### config.mk
export PLATFORM = sky130hd
export DESIGN_NAME = spi_gated_writer
export DESIGN_NICKNAME = d
export VERILOG_FILES = /design/src/rtl/sgw_pkg.sv /design/src/rtl/sgw_byte_shift.sv /design/src/rtl/sgw_wait_timer.sv /design/src/rtl/spi_gated_writer.sv
export SDC_FILE = /design/constraint.sdc
export NUM_CORES = 1
export LEC_CHECK = 0
export BUFFER_PORTS_ARGS = -buffer_cell sky130_fd_sc_hd__clkbuf_2
export CAP_MARGIN = 20
export CORE_UTILIZATION = 55
export CTS_BUF_LIST = sky130_fd_sc_hd__clkbuf_4
export DETAILED_ROUTE_END_ITERATION = 6
export GPL_TIMING_DRIVEN = 0
export PLACE_DENSITY = 0.76
export SLEW_MARGIN = 15
export SYNTH_ARGS = -nofsm -noshare
export SYNTH_HDL_FRONTEND = slang
export SYNTH_SLANG_ARGS = --single-unit
### constraint.sdc
create_clock -name clk_i -period 5 [get_ports clk_i]
set_clock_uncertainty 0.15 [all_clocks]
set_input_delay 1 -clock clk_i [delete_from_list [all_inputs] [get_ports clk_i]]
set_output_delay 1 -clock clk_i [all_outputs]
set_load 0.02 [all_outputs]
### src/rtl/sgw_pkg.sv
package sgw_pkg;
  localparam int unsigned HDR_BYTES = 5;
  localparam logic [7:0]  HDR_CMD   = 8'h0A;
  localparam logic [7:0]  HDR_READY = 8'h02;

  typedef enum logic [1:0] {
    ST_OK        = 2'b00,
    ST_NOT_READY = 2'b01,
    ST_NO_SPACE  = 2'b10
  } sgw_status_e;

  typedef enum logic [2:0] {
    S_IDLE, S_IRQ_WAIT, S_CS_LEAD, S_LOAD, S_XFER, S_CS_TRAIL, S_DONE
  } sgw_state_e;

  typedef enum logic [1:0] {
    PH_HDR, PH_SEG_A, PH_SEG_B
  } sgw_phase_e;
endpackage

### src/rtl/sgw_byte_shift.sv
// Mode-0 byte engine: DIV clocks per SCLK half-period, MSB first.
module sgw_byte_shift #(
  parameter int unsigned DIV = 4
) (
  input  logic       clk_i,
  input  logic       rst_ni,
  input  logic       go_i,
  input  logic [7:0] tx_i,
  input  logic       miso_i,
  output logic       sclk_o,
  output logic       mosi_o,
  output logic [7:0] rx_o,
  output logic       done_o
);
  localparam int unsigned DW = $clog2(DIV + 1);

  logic          active_q;
  logic [DW-1:0] div_q;
  logic [2:0]    bit_q;
  logic [7:0]    sh_q;
  logic [7:0]    rx_q;
  logic          sclk_q;
  logic          done_q;

  always_ff @(posedge clk_i or negedge rst_ni) begin
    if (!rst_ni) begin
      active_q <= 1'b0;
      div_q    <= '0;
      bit_q    <= '0;
      sh_q     <= '0;
      rx_q     <= '0;
      sclk_q   <= 1'b0;
      done_q   <= 1'b0;
    end else begin
      done_q <= 1'b0;
      if (!active_q) begin
        if (go_i) begin
          active_q <= 1'b1;
          sh_q     <= tx_i;
          div_q    <= DW'(DIV - 1);
          bit_q    <= '0;
          sclk_q   <= 1'b0;
        end
      end else if (div_q != '0) begin
        div_q <= div_q - 1'b1;
      end else begin
        div_q <= DW'(DIV - 1);
        if (!sclk_q) begin
          sclk_q <= 1'b1;
          rx_q   <= {rx_q[6:0], miso_i};
        end else begin
          sclk_q <= 1'b0;
          if (bit_q == 3'd7) begin
            active_q <= 1'b0;
            done_q   <= 1'b1;
          end else begin
            bit_q <= bit_q + 1'b1;
            sh_q  <= {sh_q[6:0], 1'b0};
          end
        end
      end
    end
  end

  assign sclk_o = sclk_q;
  assign mosi_o = sh_q[7];
  assign rx_o   = rx_q;
  assign done_o = done_q;
endmodule

### src/rtl/sgw_wait_timer.sv
// Down-counter; zero_o high once the loaded count has elapsed.
module sgw_wait_timer #(
  parameter int unsigned W = 8
) (
  input  logic         clk_i,
  input  logic         rst_ni,
  input  logic         load_i,
  input  logic [W-1:0] val_i,
  output logic         zero_o
);
  logic [W-1:0] cnt_q;

  always_ff @(posedge clk_i or negedge rst_ni) begin
    if (!rst_ni)             cnt_q <= '0;
    else if (load_i)         cnt_q <= val_i;
    else if (cnt_q != '0)    cnt_q <= cnt_q - 1'b1;
  end

  assign zero_o = (cnt_q == '0);
endmodule

### src/rtl/spi_gated_writer.sv
module spi_gated_writer
  import sgw_pkg::*;
#(
  parameter int unsigned CLK_KHZ     = 48000,
  parameter int unsigned MIN_WAIT_US = 112,
  parameter int unsigned CLK_DIV     = 4
) (
  input  logic       clk_i,
  input  logic       rst_ni,
  input  logic       start_i,
  input  logic       irq_fix_i,
  input  logic [7:0] len_a_i,
  input  logic [7:0] len_b_i,
  output logic       a_rd_o,
  output logic [7:0] a_idx_o,
  input  logic [7:0] a_data_i,
  output logic       b_rd_o,
  output logic [7:0] b_idx_o,
  input  logic [7:0] b_data_i,
  output logic       sclk_o,
  output logic       mosi_o,
  input  logic       miso_i,
  output logic       cs_no,
  output logic       irq_oe_o,
  output logic       irq_do_o,
  output logic       irq_mask_o,
  output logic       done_o,
  output logic [1:0] status_o
);
  localparam int unsigned WAIT_CYC = (CLK_KHZ * MIN_WAIT_US + 999) / 1000;
  localparam int unsigned TMR_MAX  = (WAIT_CYC > CLK_DIV) ? WAIT_CYC : CLK_DIV;
  localparam int unsigned TW       = $clog2(TMR_MAX + 1);

  sgw_state_e  state_q;
  sgw_phase_e  phase_q, nx_phase;
  sgw_status_e status_q, nx_status;
  logic [7:0]  cnt_q, nx_cnt;
  logic [7:0]  len_a_q, len_b_q, hdr0_q, hdr1_q;
  logic        cs_n_q, irq_oe_q, irq_do_q, mask_q, done_q;
  logic        nx_trail;
  logic [8:0]  need;

  logic          go, byte_done;
  logic [7:0]    tx_byte, rx_byte;
  logic          tmr_load, tmr_zero;
  logic [TW-1:0] tmr_val;

  assign need = {1'b0, len_a_q} + {1'b0, len_b_q};

  // Next step after the current byte completes
  always_comb begin
    nx_trail  = 1'b0;
    nx_phase  = phase_q;
    nx_cnt    = cnt_q + 8'd1;
    nx_status = ST_OK;
    unique case (phase_q)
      PH_HDR: begin
        if (cnt_q == 8'(HDR_BYTES - 1)) begin
          nx_cnt = '0;
          if (hdr0_q != HDR_READY) begin
            nx_trail  = 1'b1;
            nx_status = ST_NOT_READY;
          end else if ({1'b0, hdr1_q} < need) begin
            nx_trail  = 1'b1;
            nx_status = ST_NO_SPACE;
          end else if (len_a_q != '0) begin
            nx_phase = PH_SEG_A;
          end else if (len_b_q != '0) begin
            nx_phase = PH_SEG_B;
          end else begin
            nx_trail = 1'b1;
          end
        end
      end
      PH_SEG_A: begin
        if ({1'b0, cnt_q} + 9'd1 == {1'b0, len_a_q}) begin
          nx_cnt = '0;
          if (len_b_q != '0) nx_phase = PH_SEG_B;
          else               nx_trail = 1'b1;
        end
      end
      PH_SEG_B: begin
        if ({1'b0, cnt_q} + 9'd1 == {1'b0, len_b_q}) nx_trail = 1'b1;
      end
      default: nx_trail = 1'b1;
    endcase
  end

  always_comb begin
    go      = (state_q == S_LOAD);
    a_rd_o  = go && (phase_q == PH_SEG_A);
    b_rd_o  = go && (phase_q == PH_SEG_B);
    unique case (phase_q)
      PH_SEG_A: tx_byte = a_data_i;
      PH_SEG_B: tx_byte = b_data_i;
      default:  tx_byte = (cnt_q == '0) ? HDR_CMD : 8'h00;
    endcase
    tmr_load = ((state_q == S_IDLE) && start_i)
            || ((state_q == S_IRQ_WAIT) && tmr_zero)
            || ((state_q == S_XFER) && byte_done && nx_trail);
    tmr_val  = ((state_q == S_IDLE) && irq_fix_i) ? TW'(WAIT_CYC) : TW'(CLK_DIV);
  end

  always_ff @(posedge clk_i or negedge rst_ni) begin
    if (!rst_ni) begin
      state_q  <= S_IDLE;
      phase_q  <= PH_HDR;
      status_q <= ST_OK;
      cnt_q    <= '0;
      len_a_q  <= '0;
      len_b_q  <= '0;
      hdr0_q   <= '0;
      hdr1_q   <= '0;
      cs_n_q   <= 1'b1;
      irq_oe_q <= 1'b0;
      irq_do_q <= 1'b0;
      mask_q   <= 1'b0;
      done_q   <= 1'b0;
    end else begin
      done_q <= 1'b0;
      unique case (state_q)
        S_IDLE: if (start_i) begin
          len_a_q <= len_a_i;
          len_b_q <= len_b_i;
          phase_q <= PH_HDR;
          cnt_q   <= '0;
          mask_q  <= 1'b1;
          if (irq_fix_i) begin
            irq_oe_q <= 1'b1;
            irq_do_q <= 1'b1;
            state_q  <= S_IRQ_WAIT;
          end else begin
            cs_n_q  <= 1'b0;
            state_q <= S_CS_LEAD;
          end
        end
        S_IRQ_WAIT: if (tmr_zero) begin
          cs_n_q  <= 1'b0;
          state_q <= S_CS_LEAD;
        end
        S_CS_LEAD: if (tmr_zero) state_q <= S_LOAD;
        S_LOAD:    state_q <= S_XFER;
        S_XFER: if (byte_done) begin
          if (phase_q == PH_HDR) begin
            if (cnt_q == 8'd0) hdr0_q <= rx_byte;
            if (cnt_q == 8'd1) hdr1_q <= rx_byte;
            if (cnt_q == 8'(HDR_BYTES - 1)) begin
              irq_oe_q <= 1'b0;
              irq_do_q <= 1'b0;
            end
          end
          if (nx_trail) begin
            status_q <= nx_status;
            state_q  <= S_CS_TRAIL;
          end else begin
            phase_q <= nx_phase;
            cnt_q   <= nx_cnt;
            state_q <= S_LOAD;
          end
        end
        S_CS_TRAIL: if (tmr_zero) begin
          cs_n_q  <= 1'b1;
          state_q <= S_DONE;
        end
        S_DONE: begin
          mask_q  <= 1'b0;
          done_q  <= 1'b1;
          state_q <= S_IDLE;
        end
        default: state_q <= S_IDLE;
      endcase
    end
  end

  sgw_byte_shift #(.DIV(CLK_DIV)) u_shift (
    .clk_i  (clk_i),
    .rst_ni (rst_ni),
    .go_i   (go),
    .tx_i   (tx_byte),
    .miso_i (miso_i),
    .sclk_o (sclk_o),
    .mosi_o (mosi_o),
    .rx_o   (rx_byte),
    .done_o (byte_done)
  );

  sgw_wait_timer #(.W(TW)) u_timer (
    .clk_i  (clk_i),
    .rst_ni (rst_ni),
    .load_i (tmr_load),
    .val_i  (tmr_val),
    .zero_o (tmr_zero)
  );

  assign a_idx_o    = cnt_q;
  assign b_idx_o    = cnt_q;
  assign cs_no      = cs_n_q;
  assign irq_oe_o   = irq_oe_q;
  assign irq_do_o   = irq_do_q;
  assign irq_mask_o = mask_q;
  assign done_o     = done_q;
  assign status_o   = status_q;
endmodule

After elaboration in Yosys (flattened, before gate mapping)
Cells that the tools add are included.
{"block": "word_totals", "reg_bits": 89, "inputBits": 37, "wordCells": 179}
{"block": "op_classes", "n_addsub": 6, "n_lt_le_gt_ge": 1, "eq_ne": 32, "muxes": 83, "bitwise": 2, "reduce_logical": 35}
{"op": "2-to-1 mux 8 bit", "count": 10}
{"op": "case mux 8 bit (2 select lines)", "count": 3}
{"op": "2-to-1 mux 3 bit", "count": 14}
{"op": "2-to-1 mux 13 bit", "count": 3}
{"op": "2-to-1 mux 1 bit", "count": 31}
{"op": "2-to-1 mux 2 bit", "count": 14}
{"op": "inequality test 2 bit (second input constant)", "count": 11}
{"op": "equality test 9 x 8 -> 1 bit", "count": 2}
{"op": "case mux 3 bit (6 select lines)", "count": 1}
{"op": "AND reduction 4 bit", "count": 4}
{"op": "nonzero test 8 bit", "count": 2}
{"op": "zero test 13 bit", "count": 1}
{"op": "nonzero test 13 bit", "count": 1}
{"op": "subtractor 13 x 1 -> 13 bit (second input constant)", "count": 1}
{"op": "equality test 3 bit (second input constant)", "count": 4}
{"op": "inequality test 3 bit (second input constant)", "count": 4}
{"op": "AND reduction 5 bit", "count": 2}
{"op": "adder 8 x 1 -> 9 bit (second input constant)", "count": 1}
{"op": "adder 8 x 8 -> 9 bit", "count": 1}
{"op": "< comparator 8 x 9 -> 1 bit", "count": 1}
{"op": "AND reduction 9 bit", "count": 1}
{"op": "adder 8 x 1 -> 8 bit (second input constant)", "count": 1}
{"op": "equality test 8 x 1 -> 1 bit (second input constant)", "count": 1}
{"op": "equality test 8 x 3 -> 1 bit (second input constant)", "count": 1}
{"op": "other kinds (24)", "count": 44}

Logic depth before layout (Yosys ltp)
Gate-level depths: netlist of run 1.
{"block": "logic_depth", "word_depth": 10, "mapped_depth": 16}

Modules after synthesis
Synthesis of run 1 repeated with hierarchy kept, for this count alone.
{"block": "unflattened", "cells_unflattened": 595, "hier_area_um2": 5670.4}
{"mod": "spi_gated_writer", "n_inst": 1, "cells_each": 412, "area_per_inst_um2": 3726.1, "seq_area_each_um2": 1277.5}
{"mod": "sgw_byte_shift", "n_inst": 1, "cells_each": 101, "area_per_inst_um2": 1177.4, "seq_area_each_um2": 625.6}
{"mod": "sgw_wait_timer", "n_inst": 1, "cells_each": 82, "area_per_inst_um2": 767.0, "seq_area_each_um2": 325.3}

Worst setup path before layout of run 1
No wires, ideal clock.
{"block": "synth_path", "path_type": "flip-flop to flip-flop", "from": "reg len_a_q[1]", "to": "reg cnt_q[3] (netlist: a_idx_o[3])", "setup_time_ns": 0.124, "t_arrival_ns": 3.534, "required_time_ns": 4.726, "slack_ns": 1.192, "stages_incl_launch_ff": 17, "n_path_buf": 0, "synth_period_minus_slack_ns": 3.808, "path_cell_list": "dfrtp_1 -> ha_1 -> a21o_1 -> a21oi_1 -> o21bai_1 -> a21oi_1 -> o21bai_1 -> a21oi_1 -> xor2_1 -> ha_1 -> o211ai_1 -> a211oi_1 -> a211oi_1 -> a2111oi_2 -> and2_4 -> a31oi_4 -> a211o_1"}
{"block": "synth_via", "elab_chain_cells": 8, "word_cells_on_any_way": 17}
{"element": "from (decl)", "line_no": "spi_gated_writer.sv:38", "rtl": "logic [7:0] len_a_q, len_b_q, hdr0_q, hdr1_q;"}
{"element": "from (signal assigned)", "line_no": "spi_gated_writer.sv:123", "rtl": "len_a_q <= len_a_i;"}
{"element": "adder 8 x 8 -> 9 bit or nonzero test 8 bit (tied branches)", "line_no": "spi_gated_writer.sv:48, spi_gated_writer.sv:66"}
{"element": "< comparator 8 x 9 -> 1 bit or 2-to-1 mux 1 bit (tied branches)", "line_no": "spi_gated_writer.sv:63, spi_gated_writer.sv:66"}
{"element": "2-to-1 mux 1 bit", "line_no": "spi_gated_writer.sv:63", "rtl": "end else if ({1'b0, hdr1_q} < need) begin"}
{"element": "2-to-1 mux 1 bit", "line_no": "spi_gated_writer.sv:60", "rtl": "if (hdr0_q != HDR_READY) begin"}
{"element": "2-to-1 mux 1 bit", "line_no": "spi_gated_writer.sv:58", "rtl": "if (cnt_q == 8'(HDR_BYTES - 1)) begin"}
{"element": "case mux 1 bit (3 select lines)", "line_no": "spi_gated_writer.sv:56", "rtl": "unique case (phase_q)"}
{"element": "inequality test 2 bit (no source line)"}
{"element": "AND reduction 4 bit (no source line)"}
{"element": "to (signal assigned)", "line_no": "spi_gated_writer.sv:157", "rtl": "cnt_q <= nx_cnt;"}
{"element": "to (decl)", "line_no": "spi_gated_writer.sv:37", "rtl": "logic [7:0] cnt_q, nx_cnt;"}
Several ways; a longest one is shown, not always the timed one. The select of a mux whose other input is x is not followed.
A chain may end at the register's enable or synchronous reset.

Worst setup path after layout of run 1
{"block": "layout_path", "from": "reg len_a_q[1]", "to": "reg cnt_q[5] (netlist: a_idx_o[5])"}
Same word-level chain as after synthesis.

==> flow_metrics.tcl, run 1 <==
set metrics [dict create \
    synth.net_count 630 \
    fin_setup_tns_ns 0 \
    postSynth.topFlopCell "dfrtp_1" \
    worst_pin_slew_ns 0.7054 \
    ctsRootBufferMaster "clkbuf_4" \
    drt_pass1_iterations 5 \
    grt_pass1_wl_mm 20.09 \
    grt_util_all_layers_pct 25.55 \
    report.power.total_mw 1.194 \
    detail_route.wl_per_cell_um 15.36 \
    postSynth.asyncResetShare_pct 100.0 \
    post_synth_fa_ha_maj_area_fraction_pct 6.776 \
    detailed_placement_wirelength_estimate_mm 8.713 \
    power.density_cell_area_nw_per_um2 201.5 \
    post_cts.repair.setup_buffers 0 \
    synth-seq-area-share_pct 42.19 \
    cp_data_arrival_time_ns 4.61 \
    synthXorXnorAreaFrac_pct 5.638 \
    synth_seq_cells 89 \
    largest_net_degree_at_the_start_of_global_routing 90 \
    design.die.area_um2 9998 \
    buffer_ports.inserted 63 \
    post-route-util_pct 63.80 \
    p_int_mw 0.8964 \
    report.final.hold_viol_count 0 \
    share_clk_of_total_power_pct 36.6 \
    routabilityCongestion 0.8687 \
    crit_slowest_cell "a2111oi_2" \
    yosys_warning_count 0 \
    crit_chain "ha_1 > a21o_1 > a21oi_1 > o21bai_1 > a21oi_1 > o21bai_1 > a21oi_1 > xor2_1 > ha_1 > o211ai_1 > a211oi_1 > a211oi_1 > a2111oi_2 > and2_4 > a31oi_4 > a211o_1" \
    cts-root-to-sink-buffers 2 \
    detailedPlace.worstSlack_ns 0.6947 \
    worst_skew_pair.late_latency_ns 0.47 \
    core_um2 9284 \
    critPathTopFamily "compound AO/OA/AOI/OAI gates" \
    status "completed" \
    avgSynthCellArea_um2 9.347 \
    clock_buffer_count_from_cts 9 \
    critical_path.startpoint_type "flip-flop" \
    max_freq_mhz 227.4 \
    min-delay-path-class "flip-flop to flip-flop" \
    grt_pass1_vias 4202 \
    hold_start "u_shift.sh_q[0]$_DFFE_PN0P_" \
    dpl_cell_area_um2 5767 \
    cts.hold.buffers_added 0 \
    ys_top_cells_by_count "dfrtp_1, nand2_1, nor2_1, a21oi_1, o21ai_0" \
    min_period_ns 4.397 \
    irDropWorstVdd_v 0.0002297 \
    drt-initial-drc-count 278 \
    area.growth.synth_to_final_pct 12.15 \
    top_level_ports 64 \
    grt_overflow 0 \
    power.share.switching_pct 24.91 \
    seqCellArea_um2 2228 \
    share_of_layout_cells_above_drive_strength_1_pct 21.24 \
    synth.area.mux_share_pct 5.733 \
    grt_antenna_before_repair 0 \
    final_nets 705 \
    power_frac_seq_pct 60.7 \
    floorplan_row_count 35 \
    fin_cells 774 \
    cts_resized 0 \
    clock_tree_from_tritoncts "done" \
    crit_start "len_a_q[1]$_DFFE_PN0P_" \
    multi_input_logic_area_um2 2796 \
    slew_headroom_pct 52.97 \
    synth_area_leader_cell "dfrtp_1" \
    die_height_um 99.99 \
    path_clk_slew_ns 0.16 \
    r2r_start "len_a_q[1]$_DFFE_PN0P_" \
    p_leak_nw 2.952 \
    buffers_and_inverters_on_the_worst_path 0 \
    p_sw_mw 0.2973 \
    drc_errors 0 \
    synthesized_instance_count 565 \
    combinational_family_with_the_most_area_after_synthesis "simple AND/OR/NAND/NOR gates" \
    setup_viol_count_final 0 \
    via_count 4402 \
    synth_compound_area_share_pct 15.33 \
    max_cap_violations 0 \
    yosysMostFrequentCell "dfrtp_1" \
    finalHoldWorstSlack_ns 0.3489 \
    path_max_fanout 8 \
    synth_largest_type_area_fraction_pct 41.70 \
    detail_route.wirelength_mm 11.89 \
    diodes 0 \
    cpMostUsedCell "a21oi_1" \
    initial_utilization_pct 56.89 \
    setup_slack_ns 0.6029 \
    dp_cells 757 \
    max_stage_delay_ns 0.59 \
    cts.sink_count 89 \
    n_fill_cell 799 \
    worstSetupEndpointType "flip-flop" \
    yosysUniqueCellTypes 61 \
    worstSetupPathType "flip-flop to flip-flop" \
    ys_top_cells_by_area "dfrtp_1, ha_1, nand2_1" \
    vias_per_cell 5.687 \
    synth.cell_area_um2 5281 \
    die_w_um 99.99 \
    synth_simple_gate_area_share_pct 19.47 \
    combPwrFrac_pct 2.6 \
    htree_num_levels 3 \
    report.final.slew_viol_count 0 \
    fin_area_um2 5923 \
    grt_setup_unrepaired "no" \
    synth_edf_count 0 \
    ant_nets 0 \
    worst_ep_required_time_ns 5.21 \
    period_share_pct 87.94 \
]
[power by group through the flow]
stage | logic [mW] | registers [mW] | clock network, mW
after floorplan | 0.00308 | 0.738 | 0
after global placement | 0.0308 | 0.738 | 0
after detailed placement | 0.0323 | 0.738 | 0
after CTS | 0.0326 | 0.725 | 0.450
after global routing | 0.0363 | 0.726 | 0.477
final | 0.0313 | 0.725 | 0.437
[final timing paths]
check	end	slack [ns]	cells past startpoint
max reg2reg	a_idx_o[5]$_DFFE_PN0P_	0.60	16
min in group asynchronous	a_idx_o[5]$_DFFE_PN0P_	0.41	1
max	a_idx_o[5]$_DFFE_PN0P_	0.60	16
min	u_shift.sh_q[0]$_DFFE_PN0P_	0.35	2
min reg2reg	u_shift.sh_q[0]$_DFFE_PN0P_	0.35	2
max in group asynchronous	u_shift.bit_q[2]$_DFFE_PN0P_	3.80	1
[kinds of logic after synthesis]
group | count (synthesis)
adders and majority gates | 28
buffers and inverters | 55
and+or+nand+nor | 213
xor gates and xnor gates | 34
DFF | 89
muxes | 27
AOI/OAI and AO/OA | 119
[worst min-delay path, stage by stage (launching register included)]
cell     delay [ns]
dfrtp_1        0.37
nand2_1        0.05
o31ai_1        0.05
[cell type report]
cell class / instances / area share (%)
Timing Repair Buffer: 64 / 5.556
Tap cell: 129 / 2.725
Clock inverter: 7 / 1.415
Clock buffer: 9 / 1.141
Buffer: 31 / 2.809
Multi-Input combinational cell: 421 / 47.21
Inverter: 24 / 1.521
Sequential cell: 89 / 37.62
[sequential cells by signal, summed over array words and instances (netlist names), 3 cells and up]
register and flops:
u_shift.rx_o 8, state_q 3, len_b_q 8, u_shift.bit_q 3, hdr0_q 8, hdr1_q 8
len_a_q 8, u_shift.div_q 3, u_timer.cnt_q 13, a_idx_o 8, u_shift.sh_q 8
[layer usage]
metal | track usage (%) | routed length (um) | up-vias | share of wire [%]
met5 | 0 | 0 | - | 0
met4 | 8.584 | 238 | 0 | 2.0
met3 | 5.501 | 726 | 22 | 6.1
met2 | 41.96 | 5673 | 136 | 48
met1 | 33.82 | 5246 | 2095 | 44
li1 | - | - | 2149 | -
[layout by cell type (no fill, tap or decap), drive strengths merged, types with 5 or more instances in the layout]
cell,netlist,final
inv,23,26
mux2,26,26
xnor2,23,23
a211o,5,5
nand2,82,82
a21o,6,6
nand4,9,9
clkbuf,16,88
buf,15,16
dfrtp,88,88
a31oi,7,7
a22oi,6,6
nor4,9,9
ha,27,27
nand2b,6,6
nand3,15,15
xor2,11,11
nor3,21,21
and3,10,10
nor2,40,40
a21oi,30,30
o21ai,30,30
Power figures use the tool's default switching activity.
==> run 2: changes to the inputs <==
--- a/config.mk
+++ b/config.mk
@@ -5,6 +5,7 @@
 export SDC_FILE = /design/constraint.sdc
 export NUM_CORES = 1
 export LEC_CHECK = 0
+export ABC_AREA = 1
 export BUFFER_PORTS_ARGS = -buffer_cell sky130_fd_sc_hd__clkbuf_2
 export CAP_MARGIN = 20
 export CORE_UTILIZATION = 55
@@ -12,7 +13,7 @@
 export DETAILED_ROUTE_END_ITERATION = 6
 export GPL_TIMING_DRIVEN = 0
 export PLACE_DENSITY = 0.76
-export SLEW_MARGIN = 15
 export SYNTH_ARGS = -nofsm -noshare
 export SYNTH_HDL_FRONTEND = slang
+export SYNTH_HIERARCHICAL = 1
 export SYNTH_SLANG_ARGS = --single-unit
==> flow_metrics.tcl, run 2 <==
set metrics [dict create \
    status "completed" \
    die_w_um 104.5 \
    yosysUniqueCellTypes 42 \
    power.density_cell_area_nw_per_um2 252.6 \
    cpMostUsedCell "nand2_1" \
    min-delay-path-class "flip-flop to flip-flop" \
    period_share_pct 82.12 \
    worst_ep_required_time_ns 5.20 \
    design.die.area_um2 10920 \
    cts.hold.buffers_added 0 \
    ant_nets 0 \
    path_max_fanout 10 \
    drc_errors 0 \
    commonest_cells_after_routing_fill_and_taps_aside "nand2_1, dfrtp_1, inv_1" \
    synth_simple_gate_area_share_pct 36.69 \
    crit_chain "ha_1 > inv_1 > fa_1 > nand3b_1 > and2_1 > nor3_1 > nor2_1 > xor2_1 > ha_1 > a21oi_1 > nand2_1 > nand2_1 > nand2_1 > nand3_1 > nand2_1 > nand3_1 > nand2_1 > nand2_1 > clkbuf_1 > o21ai_0 > nand2_1 > nand2_1" \
    max_freq_mhz 243.5 \
    die_height_um 104.5 \
    synth_edf_count 0 \
    postSynth.asyncResetShare_pct 100.0 \
    crit_start "len_a_q[0]$_DFFE_PN0P_" \
    grt_setup_unrepaired "no" \
    report.power.total_mw 1.644 \
    synth_largest_type_area_fraction_pct 38.12 \
    largest_register_ff_count 13 \
    drt-initial-drc-count 373 \
    yosysMostFrequentCell "nand2_1" \
    r2r_start "len_a_q[0]$_DFFE_PN0P_" \
    seqCellArea_um2 2228 \
    worstSetupPathType "flip-flop to flip-flop" \
    synth_seq_cells 89 \
    worst_skew_pair.late_latency_ns 0.44 \
    ys_top_cells_by_area "dfrtp_1, nand2_1, nand3_1" \
    grt_antenna_before_repair 1 \
    grt_util_all_layers_pct 26.76 \
    multi_input_logic_area_um2 3067 \
    max_cap_violations 0 \
    detail_route.wirelength_mm 13.39 \
    initial_utilization_pct 56.46 \
    final_nets 954 \
    slew_headroom_pct 57.82 \
    area.growth.synth_to_final_pct 12.63 \
    worstSetupEndpointType "flip-flop" \
    synth.cell_area_um2 5777 \
    worst-r2r-setup-slack_ns 0.89 \
    synth_area_leader_cell "dfrtp_1" \
    buffer_ports.inserted 63 \
    path_clk_slew_ns 0.13 \
    ys_top_cells_by_count "nand2_1, dfrtp_1, inv_1, nand3_1, nor2_1" \
    critical_path.startpoint_type "flip-flop" \
    drt_pass1_iterations 5 \
    worst_pin_slew_ns 0.6327 \
    clock_buffer_count_from_cts 9 \
    cts-root-to-sink-buffers 2 \
    finalHoldWorstSlack_ns 0.3373 \
    grt_pass1_wl_mm 23.45 \
    ctsRootBufferMaster "clkbuf_4" \
    setup_slack_ns 0.8940 \
    worst_setup_path_endpoint "u_timer/cnt_q[0]$_DFFE_PN0P_" \
    share_of_layout_cells_above_drive_strength_1_pct 16.57 \
    ff_to_ff_end "u_timer/cnt_q[0]$_DFFE_PN0P_" \
    min_period_ns 4.106 \
    grt_pass1_vias 5154 \
    combinational_family_with_the_most_area_after_synthesis "simple AND/OR/NAND/NOR gates" \
    cts.sink_count 89 \
    synth_compound_area_share_pct 7.277 \
    floorplan_row_count 37 \
    mostFrequentLayoutCell "nand2_1" \
    detailedPlace.worstSlack_ns 0.9936 \
    fin_setup_tns_ns 0 \
    largest_net_degree_at_the_start_of_global_routing 47 \
    max_stage_delay_ns 0.44 \
    postSynth.topFlopCell "dfrtp_1" \
    core_um2 10230 \
    via_count 5355 \
    vias_per_cell 5.199 \
    post_cts.repair.setup_buffers 0 \
    fin_cells 1030 \
    dp_cells 1013 \
    detailed_placement_wirelength_estimate_mm 10.47 \
    setup_viol_count_final 0 \
    top_level_ports 64 \
    htree_num_levels 3 \
    routabilityCongestion 0.9440 \
    timing.reg2reg.worst_path_depth 22 \
    grt_overflow 0 \
    synthXorXnorAreaFrac_pct 2.123 \
    irDropWorstVdd_v 0.0001619 \
    crit_slowest_cell "dfrtp_1" \
    synth-seq-area-share_pct 38.57 \
    report.final.slew_viol_count 0 \
    avgSynthCellArea_um2 7.176 \
    yosys_warning_count 6 \
    max_flop_register "u_timer/cnt_q" \
    detail_route.wl_per_cell_um 13.00 \
    cp_data_arrival_time_ns 4.30 \
    post_synth_fa_ha_maj_area_fraction_pct 6.411 \
    p_leak_nw 3.421 \
    clock_tree_from_tritoncts "done" \
    synthesized_instance_count 805 \
    n_fill_cell 942 \
    report.final.hold_viol_count 0 \
    synth.area.mux_share_pct 0 \
    cts_resized 0 \
]
-- run 2: report_power, final --
group | leakage, nW | switching, mW | internal [mW]
Sequential | 1.11 | 0.0641 | 0.774
Combinational | 2.22 | 0.186 | 0.117
Clock | 0.0957 | 0.246 | 0.257
Total | 3.42 | 0.496 | 1.15
-- run 2: worst max-delay path, delay by kind of cell (launching register included) --
| family | cells | cell delay (ns) |
|---|---|---|
| adders and majority gates | 3 | 0.85 |
| xor gates and xnor gates | 1 | 0.15 |
| DFF | 1 | 0.44 |
| buffers and inverters | 2 | 0.49 |
| AOI/OAI and AO/OA | 2 | 0.29 |
| and+or+nand+nor | 14 | 1.62 |
-- run 2: routing by layer --
metal | GRT usage (%) | up-vias | routed length, um
met5 | 0 | - | 0
met4 | 11.22 | 0 | 294
met3 | 3.697 | 23 | 568
met2 | 43.33 | 134 | 6285
met1 | 36.02 | 2476 | 6241
li1 | - | 2722 | -
-- run 2: worst min-delay path by stage --
| stage | from | endpoint | slack, ns | depth (start not counted) |
|---|---|---|---|---|
| 2_1_floorplan | u_shift/sh_q[3]$_DFFE_PN0P_ | u_shift/sh_q[3]$_DFFE_PN0P_ | 0.29 | 2 |
| 3_3_place_gp | u_shift/sh_q[6]$_DFFE_PN0P_ | u_shift/sh_q[6]$_DFFE_PN0P_ | 0.31 | 2 |
| 3_5_place_dp | u_shift/sh_q[6]$_DFFE_PN0P_ | u_shift/sh_q[6]$_DFFE_PN0P_ | 0.31 | 2 |
| 4_1_cts | u_shift/sh_q[6]$_DFFE_PN0P_ | u_shift/sh_q[6]$_DFFE_PN0P_ | 0.34 | 2 |
| 5_1_grt | u_shift/sh_q[3]$_DFFE_PN0P_ | u_shift/sh_q[3]$_DFFE_PN0P_ | 0.37 | 2 |
| 6_report | u_shift/sh_q[6]$_DFFE_PN0P_ | u_shift/sh_q[6]$_DFFE_PN0P_ | 0.34 | 2 |
-- run 2: stage by stage --
step,util (%),instance area [um^2]
2_1_floorplan,-,5807
3_3_place_gp,61.50,6292
3_5_place_dp,61.80,6322
4_1_cts,63.57,6504
5_1_grt,63.59,6506
6_report,63.59,6506
-- run 2: cell families (layout without fill, tap and decap cells) --
group	Yosys count	after routing
AO/OA/AOI/OAI	77	77
XOR/XNOR	14	14
adder cells (fa/ha/maj)	29	29
buffers and inverters	120	200
flip-flops	89	89
other	1	10
AND/OR/NAND/NOR	475	475
-- run 2: area by class of cell --
class / count / share of cell area (%)
Multi-Input combinational cell: 604 / 47.13
Sequential cell: 89 / 34.25
Inverter: 94 / 5.423
Timing Repair Buffer: 64 / 5.308
Tap cell: 136 / 2.615
Buffer: 26 / 2.442
Clock inverter: 6 / 1.635
Clock buffer: 10 / 1.154
Antenna cell: 1 / 0.03846
